===== config.mk =====
export PLATFORM = sky130hd
export DESIGN_NAME = tx_prefill_sched
export DESIGN_NICKNAME = d
export VERILOG_FILES = /design/src/rtl/txpf_pkg.sv /design/src/rtl/txpf_time_calc.sv /design/src/rtl/txpf_burst_clamp.sv /design/src/rtl/txpf_health_ctr.sv /design/src/rtl/tx_prefill_sched.sv
export SDC_FILE = /design/constraint.sdc
export NUM_CORES = 1
export LEC_CHECK = 0
export ABC_CLOCK_PERIOD_IN_PS = 16250
export CORE_MARGIN = 1
export CORE_UTILIZATION = 51
export CTS_BUF_LIST = sky130_fd_sc_hd__clkbuf_4 sky130_fd_sc_hd__clkbuf_8 sky130_fd_sc_hd__clkbuf_16
export CTS_CLUSTER_SIZE = 25
export DETAILED_ROUTE_END_ITERATION = 12
export PLACE_DENSITY = 0.79
export SETUP_SLACK_MARGIN = 0.3
export SYNTH_ARGS = -nofsm -noshare
export SYNTH_HDL_FRONTEND = slang
export SYNTH_SLANG_ARGS = --single-unit

===== constraint.sdc =====
create_clock -name clk -period 16.25 [get_ports clk]
set_input_delay 1.625 -clock clk [delete_from_list [all_inputs] [get_ports clk]]
set_output_delay 1.625 -clock clk [all_outputs]
set_load 0.005 [all_outputs]

===== src/rtl/txpf_pkg.sv =====
package txpf_pkg;

    typedef enum logic [1:0] {
        KIND_OUT   = 2'b00,
        KIND_SETUP = 2'b01,
        KIND_IN    = 2'b10,
        KIND_RSVD  = 2'b11
    } pkt_kind_e;

    typedef enum logic {
        ST_IDLE = 1'b0,
        ST_FILL = 1'b1
    } txpf_state_e;

endpackage


===== src/rtl/txpf_time_calc.sv =====
module txpf_time_calc #(
    parameter int T_W    = 16,
    parameter int LEN_W  = 11,
    parameter int BT_W   = 8,
    parameter int CALC_W = 21
) (
    input  logic [LEN_W-1:0]  len,
    input  logic [BT_W-1:0]   byte_time,
    input  logic [T_W-1:0]    overhead,
    input  logic [T_W-1:0]    fetch_time,
    output logic [CALC_W-1:0] ts,
    output logic [CALC_W-1:0] tp,
    output logic [LEN_W-2:0]  words
);

    logic [CALC_W-1:0] payload;

    always_comb begin
        payload = CALC_W'(len) * CALC_W'(byte_time);
        ts      = payload + CALC_W'(overhead);
        tp      = ts + CALC_W'(fetch_time);
        words   = (LEN_W-1)'(len >> 2) + (LEN_W-1)'(|len[1:0]);
    end

endmodule


===== src/rtl/txpf_burst_clamp.sv =====
module txpf_burst_clamp #(
    parameter int BURST_W   = 8,
    parameter int MAX_BURST = 4,
    localparam int OUT_W    = $clog2(MAX_BURST + 1)
) (
    input  logic [BURST_W-1:0] cfg_burst,
    output logic [OUT_W-1:0]   burst
);

    always_comb begin
        if (cfg_burst == '0) begin
            burst = OUT_W'(1);
        end else if (cfg_burst > BURST_W'(MAX_BURST)) begin
            burst = OUT_W'(MAX_BURST);
        end else begin
            burst = OUT_W'(cfg_burst);
        end
    end

endmodule


===== src/rtl/txpf_health_ctr.sv =====
module txpf_health_ctr #(
    parameter int H_W = 8
) (
    input  logic           clk,
    input  logic           rst_n,
    input  logic           inc,
    input  logic           clr,
    output logic [H_W-1:0] cnt
);

    localparam logic [H_W-1:0] CNT_MAX = '1;

    logic [H_W-1:0] cnt_d, cnt_q;

    always_comb begin
        cnt_d = cnt_q;
        if (clr) begin
            cnt_d = '0;
        end else if (inc && cnt_q != CNT_MAX) begin
            cnt_d = cnt_q + 1'b1;
        end
    end

    always_ff @(posedge clk or negedge rst_n) begin
        if (!rst_n) begin
            cnt_q <= '0;
        end else begin
            cnt_q <= cnt_d;
        end
    end

    assign cnt = cnt_q;

endmodule


===== src/rtl/tx_prefill_sched.sv =====
module tx_prefill_sched
    import txpf_pkg::*;
#(
    parameter int T_W       = 16,
    parameter int LEN_W     = 11,
    parameter int BT_W      = 8,
    parameter int LVL_W     = 10,
    parameter int BURST_W   = 8,
    parameter int MAX_BURST = 4,
    parameter int H_W       = 8
) (
    input  logic                             clk,
    input  logic                             rst_n,
    input  logic                             host_mode,
    input  logic                             req_valid,
    input  logic [1:0]                       req_kind,
    input  logic [LEN_W-1:0]                 req_len,
    output logic                             req_ready,
    input  logic [T_W-1:0]                   cfg_overhead,
    input  logic [BT_W-1:0]                  cfg_byte_time,
    input  logic [T_W-1:0]                   cfg_fetch_time,
    input  logic [BURST_W-1:0]               cfg_burst,
    input  logic [T_W-1:0]                   frame_left,
    input  logic [LVL_W-1:0]                 fifo_level,
    output logic                             fetch_en,
    output logic [$clog2(MAX_BURST+1)-1:0]   fetch_burst,
    output logic                             fifo_flush,
    output logic                             pkt_done,
    output logic                             pkt_defer,
    output logic                             pkt_backoff,
    input  logic                             health_clr,
    output logic [H_W-1:0]                   health_cnt
);

    localparam int PROD_W = LEN_W + BT_W;
    localparam int CALC_W = ((T_W > PROD_W) ? T_W : PROD_W) + 2;
    localparam int CMP_W  = (LVL_W > LEN_W) ? LVL_W : LEN_W;

    typedef struct packed {
        txpf_state_e      state;
        logic [LEN_W-1:0] len;
        logic             done;
        logic             defer;
        logic             backoff;
        logic             flush;
    } ctl_t;

    ctl_t ctl_d, ctl_q;

    logic [LEN_W-1:0]  len_sel;
    logic [CALC_W-1:0] pkt_ts;
    logic [CALC_W-1:0] pkt_tp;
    logic [LEN_W-2:0]  pkt_words;
    logic [CALC_W-1:0] left_ext;
    logic              accept;
    logic              is_tx;
    logic              fill_full;
    logic              health_inc;

    // One calculator serves admission (incoming length) and fill (held length)
    assign len_sel = (ctl_q.state == ST_IDLE) ? req_len : ctl_q.len;

    txpf_time_calc #(
        .T_W    (T_W),
        .LEN_W  (LEN_W),
        .BT_W   (BT_W),
        .CALC_W (CALC_W)
    ) i_calc (
        .len        (len_sel),
        .byte_time  (cfg_byte_time),
        .overhead   (cfg_overhead),
        .fetch_time (cfg_fetch_time),
        .ts         (pkt_ts),
        .tp         (pkt_tp),
        .words      (pkt_words)
    );

    txpf_burst_clamp #(
        .BURST_W   (BURST_W),
        .MAX_BURST (MAX_BURST)
    ) i_clamp (
        .cfg_burst (cfg_burst),
        .burst     (fetch_burst)
    );

    txpf_health_ctr #(
        .H_W (H_W)
    ) i_health (
        .clk   (clk),
        .rst_n (rst_n),
        .inc   (health_inc),
        .clr   (health_clr),
        .cnt   (health_cnt)
    );

    assign req_ready = host_mode && (ctl_q.state == ST_IDLE);
    assign accept    = req_valid && req_ready;
    assign is_tx     = (req_kind == KIND_OUT) || (req_kind == KIND_SETUP);
    assign left_ext  = CALC_W'(frame_left);
    assign fill_full = CMP_W'(fifo_level) >= CMP_W'(pkt_words);

    always_comb begin
        ctl_d         = ctl_q;
        ctl_d.done    = 1'b0;
        ctl_d.defer   = 1'b0;
        ctl_d.backoff = 1'b0;
        ctl_d.flush   = 1'b0;
        health_inc    = 1'b0;
        case (ctl_q.state)
            ST_IDLE: begin
                if (accept) begin
                    if (!is_tx) begin
                        ctl_d.done = 1'b1;
                    end else if (left_ext >= pkt_tp) begin
                        ctl_d.state = ST_FILL;
                        ctl_d.len   = req_len;
                    end else begin
                        ctl_d.defer = 1'b1;
                    end
                end
            end
            ST_FILL: begin
                if (!host_mode) begin
                    ctl_d.flush = 1'b1;
                    ctl_d.state = ST_IDLE;
                end else if (left_ext < pkt_ts) begin
                    ctl_d.backoff = 1'b1;
                    ctl_d.flush   = 1'b1;
                    health_inc    = 1'b1;
                    ctl_d.state   = ST_IDLE;
                end else if (fill_full) begin
                    ctl_d.done  = 1'b1;
                    ctl_d.state = ST_IDLE;
                end
            end
            default: ctl_d.state = ST_IDLE;
        endcase
    end

    always_ff @(posedge clk or negedge rst_n) begin
        if (!rst_n) begin
            ctl_q <= '0;
        end else begin
            ctl_q <= ctl_d;
        end
    end

    assign fetch_en    = (ctl_q.state == ST_FILL);
    assign fifo_flush  = ctl_q.flush;
    assign pkt_done    = ctl_q.done;
    assign pkt_defer   = ctl_q.defer;
    assign pkt_backoff = ctl_q.backoff;

endmodule


==> metrics.cfg <==
[status]
status = finished, final reports clean

[route]
ant_nets = 0
route.met2.wl_um = 7010
wl_per_cell_um = 13.9
via_count = 5558
first_pass_iters = 4
vias_per_cell = 5.38
drt-initial-drc-count = 248
highest_layer = met4
m1WireLength_um = 6810
drc = 0
wl_met3_um = 518
wirelength_um = 14400

[setup_path]
r2r_start = fetch_en$_DFF_PN0_
crit_slowest_cell = mux2i_1
worst_ep_arrival_time_ns = 9.80
cp.required_ns = 16.39
crit_path_end_kind = flip-flop
max_stage_delay_ns = 0.60
critical_path_class = primary input to flip-flop
start_kind = primary input
ff2ff_setup_slack_ns = 7.43
cp_max_fo = 11
cp-startpoint = req_len[1]

[synth]
synth-edff-count = 0
synth_top_area_share_pct = 21.0
synth_seq_cells = 24
yosysSeqAreaShare_pct = 8.89
yosys-top-cells-count = inv_1 (136), ha_1 (103), fa_1 (71)
synth_area_per_cell_um2 = 8.74
synthesis.nets = 1039
ys_warn_count = 0
ys_types = 76
synth_top_cell_by_area = fa_1
syn_area_mm2 = 0.00676
yosysMostFrequentCell = inv_1
synthFlopType = dfrtp_1
synth_area_leaders = fa_1 (21%), ha_1 (19%), dfrtp_1 (8.9%)
async_flop_share_pct = 100
postSynthCellCount = 773

[global_routing]
grt_max_degree = 25
grt_pass1_wl_um = 23900
antenna_found_initial = 0
first_global_vias = 5363
track_usage_pct = 21.7
grt-ovfl-total = 0

[timing]
slew_viol_final = 0
post-route-period-util_pct = 59.5
clock_skew_ns = 0.00189
setup_viol = 0
grt_setup_unrepaired = no
tightest_slew_ns = 1.08
max_freq_mhz = 103
fin_crit_ns = 9.66
final.setup.tns_ns = 0
slew_headroom_pct = 27.9
hold_violations = 0

[final_layout]
final_cells = 1034
drive_gt1_share_pct = 6.26
fillers = 1091
nets = 1129
syn2layout_area_growth_pct = 18.4
diodes = 0

[min_path]
min_path_type = flip-flop to flip-flop
min_from = ctl_q[6]$_DFFE_PN0P_

[clock_tree]
cts_buffers = 3
clkLatencyLatePin_ns = 0.26
clockBufferDepth = 2
cts.sinks = 24
cts_root_buffer = clkbuf_16
hold_buffers = 0
cts_resized = 0
tritoncts = yes
postCtsSetupBuffers = 0
clk_pin_slew_worst_paths_ns = 0.06
htreeDepth = 1

[floorplan]
die_x_um = 117
die_h_um = 117
dieArea_mm2 = 0.0137
io-pin-count = 109
num_rows = 41
core_mm2 = 0.0128
initial_core_util_pct = 52.9

[placed_design]
finalWeightedCongestion = 0.837
place_hpwl_um = 12300
place_inst = 1030
port_buffers = 107

[flow_run]
maxCapViolCount = 0

-- path summary, 6_finish.rpt --
| kind | end | cells past startpoint |
|---|---|---|
| setup / recovery | ctl_q[6]$_DFFE_PN0P_ | 31 |
| hold / removal | ctl_q[6]$_DFFE_PN0P_ | 1 |
| setup reg to reg | ctl_q[6]$_DFFE_PN0P_ | 30 |
| hold reg to reg | ctl_q[6]$_DFFE_PN0P_ | 1 |
| max in group asynchronous | i_health.cnt[1]$_DFFE_PN0P_ | 1 |
| min in group asynchronous | pkt_backoff$_DFF_PN0_ | 1 |
-- registers in the layout, summed over array words and instances, names as in the netlist --
register      flops
ctl_q            11
fetch_en          1
fifo_flush        1
i_health.cnt      8
pkt_backoff       1
pkt_defer         1
pkt_done          1
-- critical path: cells and delay by family --
family | cells | cell delay, ns
multiplexers | 2 | 1.06
AO/OA/AOI/OAI | 10 | 1.63
buffers and inverters | 4 | 0.57
AND/OR/NAND/NOR | 6 | 1.45
adder cells (fa/ha/maj) | 7 | 3.10
XOR/XNOR | 2 | 0.34
-- metal layers --
metal / global-route usage [%] / vias to the layer above
met4: 1.10 / 0
li1: - / 2759
met5: 0 / -
met1: 31.0 / 2678
met2: 37.8 / 115
met3: 1.49 / 6
-- logic make-up (layout without fill, tap and decap cells) --
| group | after synthesis | count (layout) | share of synthesized area, % |
|---|---|---|---|
| simple gates | 223 | 223 | 18.5 |
| fa+ha+maj | 174 | 174 | 40.1 |
| buf+inv | 159 | 248 | 9.63 |
| compound gates | 137 | 137 | 14.0 |
| xor+xnor | 30 | 30 | 3.89 |
| mux | 26 | 26 | 4.96 |
| flops | 24 | 24 | 8.89 |
-- layout make-up --
cell class | instances | area (um2) | area share, %
Timing Repair Buffer | 108 | 1080 | 13.5
Sequential cell | 24 | 601 | 7.51
Inverter | 136 | 510 | 6.38
Multi-Input combinational cell | 590 | 5510 | 68.8
Tap cell | 172 | 215 | 2.69
Clock buffer | 4 | 88.8 | 1.11
-- metrics by stage --
stage	cell area (um2)	setup slack, ns	hold WS [ns]	utilization (%)
final	8000	6.59	0.509	62.6
after global routing	8000	6.07	0.528	62.6
after CTS	8000	6.59	0.508	62.6
after detailed placement	7910	6.35	0.489	61.9
after global placement	7910	6.46	0.481	61.9
after floorplan	6760	7.99	0.474	-
-- cell usage in the layout, fill, tap and decap left out, types with 4 or more instances in the layout --
cell and count:
o31ai_1 5, nand3_1 12, nand4_1 8, xor2_1 17
and3_1 7, dfrtp_1 24, o211ai_1 5, nand2b_1 20
nor2b_1 22, a21oi_1 38, mux2_2 12, nor3_1 10
xnor2_1 13, nor2_1 21, ha_1 103, and2_1 44
inv_1 136, or4_1 4, clkdlybuf4s50_1 107, nand2_1 51
fa_1 71, a21o_1 17, mux2_4 12, o21a_1 8
o21ai_0 22, a211oi_1 4
Power is not shown: default switching activity piles up to over one toggle a cycle in this logic, so the estimate is an artifact.
